--- config.mk ---
export PLATFORM = sky130hd
export DESIGN_NAME = dbg_ctx_snap
export DESIGN_NICKNAME = d
export VERILOG_FILES = /design/src/rtl/dbg_ctx_pkg.sv /design/src/rtl/ctx_fmt.sv /design/src/rtl/ctx_store.sv /design/src/rtl/ctx_bus.sv /design/src/rtl/dbg_ctx_snap.sv
export SDC_FILE = /design/constraint.sdc
export NUM_CORES = 1
export LEC_CHECK = 0
export BUFFER_PORTS_ARGS = -buffer_cell sky130_fd_sc_hd__buf_2
export CORE_MARGIN = 2
export CORE_UTILIZATION = 46
export CTS_CLUSTER_DIAMETER = 200
export DETAILED_ROUTE_END_ITERATION = 8
export PLACE_DENSITY = 0.79
export SLEW_MARGIN = 25
export SYNTH_ARGS = -nofsm -noshare
export SYNTH_HDL_FRONTEND = slang
export SYNTH_HIERARCHICAL = 1
export SYNTH_SLANG_ARGS = --single-unit
--- constraint.sdc ---
create_clock -name clk -period 1 [get_ports clk]
set_clock_uncertainty 0.15 [all_clocks]
set_input_delay 0.2 -clock clk [delete_from_list [all_inputs] [get_ports clk]]
set_output_delay 0.2 -clock clk [all_outputs]
set_load 0.05 [all_outputs]
--- src/rtl/dbg_ctx_pkg.sv ---
package dbg_ctx_pkg;

  typedef struct packed {
    logic        ns;
    logic [1:0]  el;
    logic        hyp_aa64;
    logic [15:0] vmid;
    logic        vmid_wide;
    logic [31:0] cid;
    logic        hi_nz;
  } ctx_t;

  localparam logic [1:0] EL_HYP = 2'd2;
  localparam logic [1:0] EL_MON = 2'd3;

  // VMID value kept in the flag layout
  function automatic logic [15:0] vmid_pick(ctx_t c, bit has_el2, bit has_v16);
    logic [15:0] v;
    v = c.vmid;
    if (!has_v16 || (c.hyp_aa64 && !c.vmid_wide))
      v[15:8] = 8'h00;
    if (!has_el2 || !c.ns || c.el == EL_HYP)
      v = 16'h0000;
    return v;
  endfunction

  function automatic logic [31:0] flag_word(ctx_t c, bit has_el2, bit has_el3,
                                            bit el3_aa64, bit has_v16);
    logic [31:0] w;
    w        = '0;
    w[31]    = c.ns;
    w[30]    = has_el2 && (c.el == EL_HYP);
    w[29]    = has_el3 && el3_aa64 && (c.el == EL_MON);
    w[28]    = c.hi_nz;
    w[15:0]  = vmid_pick(c, has_el2, has_v16);
    return w;
  endfunction

  function automatic logic [31:0] cid_word(ctx_t c);
    return (c.hyp_aa64 && c.ns) ? c.cid : 32'h0;
  endfunction

  function automatic logic access_ok(logic pwr, logic dlk, logic olk);
    return pwr && !dlk && !olk;
  endfunction

endpackage

--- src/rtl/ctx_fmt.sv ---
module ctx_fmt
  import dbg_ctx_pkg::*;
#(
  parameter bit HAS_EL2     = 1'b1,
  parameter bit HAS_EL3     = 1'b1,
  parameter bit EL3_AA64    = 1'b1,
  parameter bit HAS_VMID16  = 1'b1,
  parameter bit HAS_CID_FMT = 1'b1
) (
  input  ctx_t        ctx,
  input  logic        fmt_sel,
  output logic        cid_mode,
  output logic [31:0] word
);
  always_comb begin
    cid_mode = HAS_CID_FMT && fmt_sel;
    if (cid_mode) word = cid_word(ctx);
    else          word = flag_word(ctx, HAS_EL2, HAS_EL3, EL3_AA64, HAS_VMID16);
  end
endmodule

--- src/rtl/ctx_store.sv ---
module ctx_store #(
  parameter int W = 32
) (
  input  logic         clk,
  input  logic         rst_n,
  input  logic         cap,
  input  logic [W-1:0] word,
  output logic [W-1:0] snap
);
  always_ff @(posedge clk or negedge rst_n) begin
    if (!rst_n)   snap <= '0;
    else if (cap) snap <= word;
  end
endmodule

--- src/rtl/ctx_bus.sv ---
module ctx_bus
  import dbg_ctx_pkg::*;
#(
  parameter int                ADDR_W  = 12,
  parameter int                W       = 32,
  parameter logic [ADDR_W-1:0] REG_OFF = 12'h0A8
) (
  input  logic              clk,
  input  logic              rst_n,
  input  logic              pwr_on,
  input  logic              dbl_lock,
  input  logic              os_lock,
  input  logic              req_valid,
  input  logic              req_write,
  input  logic [ADDR_W-1:0] req_addr,
  input  logic [W-1:0]      snap,
  output logic              req_hit,
  output logic              rsp_valid,
  output logic              rsp_err,
  output logic [W-1:0]      rsp_rdata
);
  logic ok;
  assign req_hit = req_valid && (req_addr == REG_OFF);
  assign ok      = access_ok(pwr_on, dbl_lock, os_lock);

  always_ff @(posedge clk or negedge rst_n) begin
    if (!rst_n) begin
      rsp_valid <= 1'b0;
      rsp_err   <= 1'b0;
      rsp_rdata <= '0;
    end else begin
      rsp_valid <= req_hit;
      rsp_err   <= req_hit && !ok;
      rsp_rdata <= (req_hit && ok && !req_write) ? snap : '0;
    end
  end
endmodule

--- src/rtl/dbg_ctx_snap.sv ---
module dbg_ctx_snap
  import dbg_ctx_pkg::*;
#(
  parameter int                ADDR_W      = 12,
  parameter logic [ADDR_W-1:0] REG_OFF     = 12'h0A8,
  parameter bit                HAS_EL2     = 1'b1,
  parameter bit                HAS_EL3     = 1'b1,
  parameter bit                EL3_AA64    = 1'b1,
  parameter bit                HAS_VMID16  = 1'b1,
  parameter bit                HAS_CID_FMT = 1'b1
) (
  input  logic              clk,
  input  logic              rst_n,
  input  logic              pwr_on,
  input  logic              dbl_lock,
  input  logic              os_lock,
  input  logic              pcs_lo_rd,
  input  logic [31:0]       pcs_hi_word,
  input  logic              ctx_ns,
  input  logic [1:0]        ctx_el,
  input  logic              hyp_aa64,
  input  logic [15:0]       vmid_in,
  input  logic              vmid_wide,
  input  logic [31:0]       cid_in,
  input  logic              fmt_sel,
  input  logic              req_valid,
  input  logic              req_write,
  input  logic [ADDR_W-1:0] req_addr,
  output logic              rsp_valid,
  output logic              rsp_err,
  output logic [31:0]       rsp_rdata
);
  localparam int W = 32;

  ctx_t         ctx;
  logic         cap_evt;
  logic         cid_mode;
  logic         req_hit;
  logic [W-1:0] new_word;
  logic [W-1:0] snap_q;

  always_comb begin
    ctx.ns        = ctx_ns;
    ctx.el        = ctx_el;
    ctx.hyp_aa64  = hyp_aa64;
    ctx.vmid      = vmid_in;
    ctx.vmid_wide = vmid_wide;
    ctx.cid       = cid_in;
    ctx.hi_nz     = |pcs_hi_word;
  end

  assign cap_evt = pcs_lo_rd;

  ctx_fmt #(
    .HAS_EL2(HAS_EL2), .HAS_EL3(HAS_EL3), .EL3_AA64(EL3_AA64),
    .HAS_VMID16(HAS_VMID16), .HAS_CID_FMT(HAS_CID_FMT)
  ) u_fmt (
    .ctx(ctx), .fmt_sel(fmt_sel), .cid_mode(cid_mode), .word(new_word)
  );

  ctx_store #(.W(W)) u_store (
    .clk(clk), .rst_n(rst_n), .cap(cap_evt), .word(new_word), .snap(snap_q)
  );

  ctx_bus #(.ADDR_W(ADDR_W), .W(W), .REG_OFF(REG_OFF)) u_bus (
    .clk(clk), .rst_n(rst_n), .pwr_on(pwr_on), .dbl_lock(dbl_lock),
    .os_lock(os_lock), .req_valid(req_valid), .req_write(req_write),
    .req_addr(req_addr), .snap(snap_q), .req_hit(req_hit),
    .rsp_valid(rsp_valid), .rsp_err(rsp_err), .rsp_rdata(rsp_rdata)
  );
endmodule

# Word level (Yosys, flattened, before mapping)
# Cells that the tools add are included.
[totals] out_inout_bits=34 in_bits=106 ff_bits=66
[op_classes] muxes=5 n_eq_ne=3 n_reduce_logical=16
[ops] cell="32-bit two-way mux" n=3
[ops] cell="32-bit OR reduction" n=1
[ops] cell="16-bit two-way mux" n=1
[ops] cell="12-bit by 8-bit equality test with 1-bit output (second input constant)" n=1
[ops] cell="1-bit logical AND" n=8
[ops] cell="8-bit two-way mux" n=1
[ops] cell="1-bit logical NOT" n=6
[ops] cell="2-bit equality test (second input constant)" n=2
[ops] cell="1-bit logical OR" n=1

# Depth between registers and ports, before layout
# Gate-level depths: netlist of run 1.
[depth] word_depth=6 mapped_depth=5

# Modules after synthesis
# The synthesis of run 1 kept the hierarchy.
[modules_own_cells] module="ctx_store" cells_each=68 seq_area_each_um2=800.8 area_each_um2=1345.0 instances=1
[modules_own_cells] module="ctx_bus" cells_each=81 seq_area_each_um2=850.8 area_each_um2=1148.6 instances=1
[modules_own_cells] module="ctx_fmt" cells_each=44 seq_area_each_um2=0.0 area_each_um2=352.8 instances=1
[modules_own_cells] module="dbg_ctx_snap" cells_each=11 seq_area_each_um2=0.0 area_each_um2=75.1 instances=1

# Worst setup path after synthesis of run 1
# OpenSTA, ideal clock, no wires.
[synth_path] path_kind="input-to-reg" from="input port pcs_hi_word[26]" to="register u_store.snap[28]" cell_stages=5 required_time_ps=725 arrival_ps=1228 path_slack_ps=-503 setup_ps=125 path_cell_list="nor4_1 nand4_1 or2_1 a22o_1 mux2_4"
[synth_lines] element="start: declaration" line_no="dbg_ctx_snap.sv:18" text="input logic [31:0] pcs_hi_word,"
[synth_lines] element="end signal: assignment" line_no="ctx_store.sv:12" text="else if (cap) snap <= word;"
[synth_lines] element="end: declaration" line_no="ctx_store.sv:8" text="output logic [W-1:0] snap"

==> flow_summary.json, run 1 <==
{
  "grt_pass1_wl_um": 11400,
  "die_area_um2": 6990,
  "drv_cap": 0,
  "p_int_w": 0.00478,
  "vias_per_cell": 5.13,
  "synth_area_per_cell_um2": 14.4,
  "cts_hold_buf": 1,
  "r2r-end": "u_store/snap[1]$_DFFE_PN0P_",
  "layoutNonFillerInstCount": 437,
  "crit_path_end_kind": "flip-flop",
  "cts_root_buf": "clkbuf_8",
  "die_h_um": 83.6,
  "antenna_found_initial": 0,
  "cts_buffers": 9,
  "clk_pin_slew_ps": 70,
  "powerDensity_nw_per_um2": 1340,
  "layout-drive-gt1-share_pct": 64.1,
  "clkPwrFrac_pct": 41.6,
  "finalHoldViolCount": 1,
  "rsz0062_at_grt": "true",
  "placed_area_um2": 3870,
  "cp_data_required_time_ps": 1060,
  "power_switching_w": 0.00126,
  "portBuffers": 139,
  "hp-class": "primary input to flip-flop",
  "violations": "negative hold slack, negative setup slack",
  "critPathMaxFanout": 1,
  "max_stage_delay_ps": 270,
  "p_comb_share_pct": 12.0,
  "die_x_um": 83.6,
  "dr.pass1.iters": 4,
  "cpMaxStageDelayCell": "nor4_4",
  "vias": 2240,
  "max_freq_mhz": 761,
  "whs_endpoint": "u_bus/rsp_err$_DFF_PN0_",
  "syn2layout_area_growth_pct": 54.5,
  "hpwl_um": 5000,
  "ff2ff_path_depth": 1,
  "leakage_nw": 2.42,
  "worstMarginPinSlew_ps": 358,
  "layout_common_cells": "buf_2, dfrtp_1, buf_6",
  "fin_nets": 465,
  "seqPwrFrac_pct": 46.3,
  "wl_met2_um": 3910,
  "stdcell_area_um2": 4500,
  "layout_commonest_cell": "buf_2",
  "finalHoldWorstSlack_ps": -53.0,
  "worstPathArrival_ps": 1380,
  "layout_setup_ws_ps": -313,
  "period_needed_ps": 1310,
  "ys.warnings.count": 6,
  "worst_skew_pair.late_latency_ps": 330,
  "post_drt_wl_per_cell_um": 16.8,
  "drc": 0,
  "path_class": "primary input to flip-flop",
  "crit_path_start_kind": "primary input",
  "syn_area_um2": 2910,
  "start_util_pct": 48.4,
  "insertedDiodeCount": 0,
  "routed-wl-met3_um": 388,
  "grt_pass1_vias": 2407,
  "core-area_um2": 6030,
  "place_inst": 418,
  "status": "finished, violations left",
  "htreeDepth": 3,
  "hold_start": "pwr_on",
  "slew_viol_final": 0,
  "cts_num_sinks": 66,
  "io_pins": 140,
  "routed.top_layer": "met4",
  "cts_tree": "done",
  "place_congestion": 0.748,
  "syn_nets": 309,
  "irDropWorstVdd_mv": 1.09,
  "met1_length_um": 2920,
  "slew_headroom_pct": 76.1,
  "cp_cell_sequence": "buf_6 > nor4_4 > nand4_1 > or2_1 > a22o_1 > mux2_4",
  "ant_nets": 0,
  "synthCells": 203,
  "row_count": 28,
  "clk_path_buf_depth": 2,
  "fill_cells": 404,
  "fin_crit_sh_pct": 131,
  "grt_max_degree": 35,
  "grt.total_usage_pct": 20.8,
  "r2r_slack_ps": 70,
  "wirelength_um": 7320,
  "min_path_cells": 2,
  "switching_share_pct": 20.9,
  "setup_violations": 98,
  "grt_overflow": 0,
  "regToRegStartpoint": "u_store/snap[1]$_DFFE_PN0P_",
  "drtIter0Drc": 55
}
[critical path, delay by kind of cell]
kind            cells  cell delay [ps]
compound gates      1              200
buf+inv             1              100
mux                 1              250
simple gates        3              640
[layout make-up]
cell class	count	area (um^2)	area share, %
inverter	2	7.51	0.167
multi-input combinational	122	1320	29.2
sequential	66	1650	36.7
tap	75	93.8	2.08
clock buffer	12	165	3.67
timing repair buffer	158	1210	26.8
clock inverter	2	60.1	1.33
[power by group through the flow]
stage	Sequential, W	Clock (W)	Combinational [W]
floorplan	0.00283	0	0.000329
global placement	0.00284	0	0.000651
detailed placement	0.00285	0	0.000668
CTS	0.00280	0.00256	0.000728
global route	0.00281	0.00269	0.000787
finish	0.00280	0.00251	0.000727
[worst max-delay path by stage]
stage | start | end | cells after the start
5_1_grt | pcs_hi_word[18] | u_store/snap[28]$_DFFE_PN0P_ | 6
6_report | pcs_hi_word[27] | u_store/snap[28]$_DFFE_PN0P_ | 6
2_1_floorplan | pcs_hi_word[7] | u_store/snap[28]$_DFFE_PN0P_ | 5
3_5_place_dp | pcs_hi_word[18] | u_store/snap[28]$_DFFE_PN0P_ | 6
3_3_place_gp | pcs_hi_word[18] | u_store/snap[28]$_DFFE_PN0P_ | 6
4_1_cts | pcs_hi_word[18] | u_store/snap[28]$_DFFE_PN0P_ | 6
[metal layers]
| metal | GRT usage [%] | vias up |
|---|---|---|
| li1 | - | 1056 |
| met1 | 24.3 | 1083 |
| met2 | 36.7 | 93 |
| met3 | 4.85 | 8 |
| met4 | 8.80 | 0 |
| met5 | 0 | - |
[repair_timing]
| action | 4_1_cts | 5_1_grt |
|---|---|---|
| setup endpoints to repair | 98 | 98 |
| gates resized for setup | 89 | 2 |
| gates cloned | 0 | 2 |
| endpoints found under the hold margin | 67 | 1 |
| pin swaps | 4 | 2 |
| buffers inserted | 2 | 0 |
[registers in the layout (all words and copies together), names as in the netlist]
signal and count:
u_bus/rsp_rdata 32, u_bus/rsp_err 1, u_bus/rsp_valid 1, u_store/snap 32
[stage by stage]
| step | util, % | TNS (ps) | setup slack [ps] | total power (W) |
|---|---|---|---|---|
| floorplan | - | -18980 | -471 | 0.00316 |
| CTS | 74.0 | -16670 | -301 | 0.00608 |
| finish | 74.7 | -18090 | -313 | 0.00604 |
| global placement | 64.2 | -32960 | -690 | 0.00349 |
| detailed placement | 64.2 | -34090 | -700 | 0.00352 |
| global route | 74.7 | -19530 | -330 | 0.00629 |
Power figures use the tool's default switching activity.
==> run 2: changes to the inputs <==
--- a/config.mk
+++ b/config.mk
@@ -5,12 +5,14 @@
 export SDC_FILE = /design/constraint.sdc
 export NUM_CORES = 1
 export LEC_CHECK = 0
+export ABC_AREA = 0
 export BUFFER_PORTS_ARGS = -buffer_cell sky130_fd_sc_hd__buf_2
 export CORE_MARGIN = 2
-export CORE_UTILIZATION = 46
+export CORE_UTILIZATION = 48
+export CTS_BUF_LIST = sky130_fd_sc_hd__clkbuf_2 sky130_fd_sc_hd__clkbuf_4 sky130_fd_sc_hd__clkbuf_8
 export CTS_CLUSTER_DIAMETER = 200
 export DETAILED_ROUTE_END_ITERATION = 8
-export PLACE_DENSITY = 0.79
+export PLACE_DENSITY = 0.82
 export SLEW_MARGIN = 25
 export SYNTH_ARGS = -nofsm -noshare
 export SYNTH_HDL_FRONTEND = slang
==> run 2 against run 1 <==
  * The flow still finishes with violations (negative hold slack, negative setup slack)
  * Combinational power is 3.3% higher
  * Largest cell class unchanged
  * Maximum frequency is 1.5% higher
  * Largest power group unchanged
  * Hold slack worse by 23 ps
==> flow_summary.json, run 2 (synthesis results as in run 1) <==
{
  "status": "finished, violations left",
  "violations": "negative hold slack, negative setup slack",
  "cts_num_sinks": 66,
  "dr.pass1.iters": 4,
  "dp_slack_ps": -675,
  "syn2layout_area_growth_pct": 56.9,
  "place_inst": 414,
  "die_x_um": 81.9,
  "power_w": 0.00611,
  "clk_path_buf_depth": 2,
  "path_class": "primary input to flip-flop",
  "cts_root_buf": "clkbuf_8",
  "slew_headroom_pct": 82.2,
  "place_congestion": 0.758,
  "die_area_um2": 6710,
  "start_util_pct": 49.5,
  "stdcell_area_um2": 4570,
  "antenna_found_initial": 0,
  "irDropWorstVdd_mv": 0.998,
  "cts_hold_buf": 1,
  "drtIter0Drc": 118,
  "htreeDepth": 3,
  "worstMarginPinSlew_ps": 264,
  "post_drt_wl_per_cell_um": 18.0,
  "finalHoldViolCount": 1,
  "drv_cap": 0,
  "grt_pass1_vias": 2198,
  "layoutNonFillerInstCount": 439,
  "layout_commonest_cell": "buf_2",
  "cts_tree": "done",
  "max_freq_mhz": 773,
  "cts_buffers": 9,
  "hp-class": "primary input to flip-flop",
  "portBuffers": 139,
  "grt_pass1_wl_um": 10700,
  "grt_max_degree": 34,
  "cp_data_required_time_ps": 1070,
  "crit_path_start_kind": "primary input",
  "insertedDiodeCount": 0,
  "powerDensity_nw_per_um2": 1340,
  "rsz0062_at_grt": "true",
  "layout_setup_ws_ps": -294,
  "ant_nets": 0,
  "clk_pin_slew_ps": 60,
  "row_count": 28,
  "hpwl_um": 4660,
  "placed_area_um2": 3840,
  "drc": 0,
  "grt.total_usage_pct": 22.1,
  "vias_per_cell": 5.28,
  "worstPathArrival_ps": 1360,
  "critPathMaxFanout": 1,
  "fin_nets": 466,
  "wirelength_um": 7900,
  "seqCellArea_um2": 1650,
  "finalHoldWorstSlack_ps": -75.8,
  "layout_common_cells": "buf_2, dfrtp_1, buf_6",
  "fill_cells": 353,
  "slew_viol_final": 0,
  "setup_violations": 84,
  "die_h_um": 81.9,
  "period_needed_ps": 1290,
  "io_pins": 140,
  "multi_input_area_um2": 1340,
  "fin_crit_sh_pct": 129,
  "reg_top3": "u_bus/rsp_rdata: 32 flops, u_store/snap: 32 flops",
  "layout-drive-gt1-share_pct": 64.8,
  "crit_path_end_kind": "flip-flop",
  "worst_skew_pair.late_latency_ps": 340,
  "leakage_nw": 2.44,
  "grt_overflow": 0,
  "core-area_um2": 5890,
  "vias": 2318
}
==> run 2: cell count changes in the layout (fill, tap and decap cells not counted), moves of 2 or more <==
cell	delta
and3_4	+4
clkbuf_4	+2
buf_2	-5
and3_1	-2
buf_6	+3
==> run 2: metal layers <==
layer / share of wire (%) / up-vias / global-route usage (%)
li1: - / 1066 / -
met2: 54 / 111 / 38.5
met1: 38 / 1128 / 25.0
met5: 0 / - / 0
met4: 1.7 / 0 / 10.3
met3: 6.5 / 13 / 5.93
==> run 2: worst paths after layout <==
path	from	endpoint	slack [ps]	cells past startpoint
hold reg to reg	u_store/snap[31]$_DFFE_PN0P_	u_store/snap[31]$_DFFE_PN0P_	350	1
setup reg to reg	u_store/snap[11]$_DFFE_PN0P_	u_store/snap[11]$_DFFE_PN0P_	40	1
setup / recovery	pcs_hi_word[23]	u_store/snap[28]$_DFFE_PN0P_	-290	6
max in group asynchronous	rst_n	u_store/snap[15]$_DFFE_PN0P_	250	3
hold / removal	pwr_on	u_bus/rsp_err$_DFF_PN0_	-80	2
min in group asynchronous	rst_n	u_bus/rsp_rdata[4]$_DFF_PN0_	60	2
==> run 2: area by class of cell <==
cell class,count,area share [%]
flip-flops and latches,66,36.1
repair buffers,157,27.3
clock buffers,13,3.64
clock inverters,2,1.31
well taps,75,2.05
inverters,2,0.164
multi-input cells,124,29.4
==> run 2: timing repair <==
| action | in CTS | in global routing |
|---|---|---|
| endpoints found under the hold margin | 67 | 1 |
| cloned | 1 | 4 |
| resized for setup | 94 | 8 |
| pin swaps | 11 | 5 |
| setup endpoints to repair | 86 | 85 |
| buffers inserted | 4 | 0 |
==> run 2: critical path: stages <==
cell     delay (ps)
buf_6            90
nor4_4          260
nand4_1         130
or2_1           220
a22o_1          210
mux2_4          250
==> run 2: power breakdown <==
part | switching, W | internal (W) | total [W]
registers | 0.0000476 | 0.00275 | 0.00280
clock network | 0.000974 | 0.00158 | 0.00256
logic | 0.000300 | 0.000451 | 0.000751
==> run 2: metrics by stage <==
step | util (%) | setup TNS [ps]
CTS | 75.8 | -15330
detailed placement | 65.2 | -32150
finish | 77.7 | -17400
floorplan | - | -18980
global route | 77.7 | -19170
global placement | 65.2 | -31090
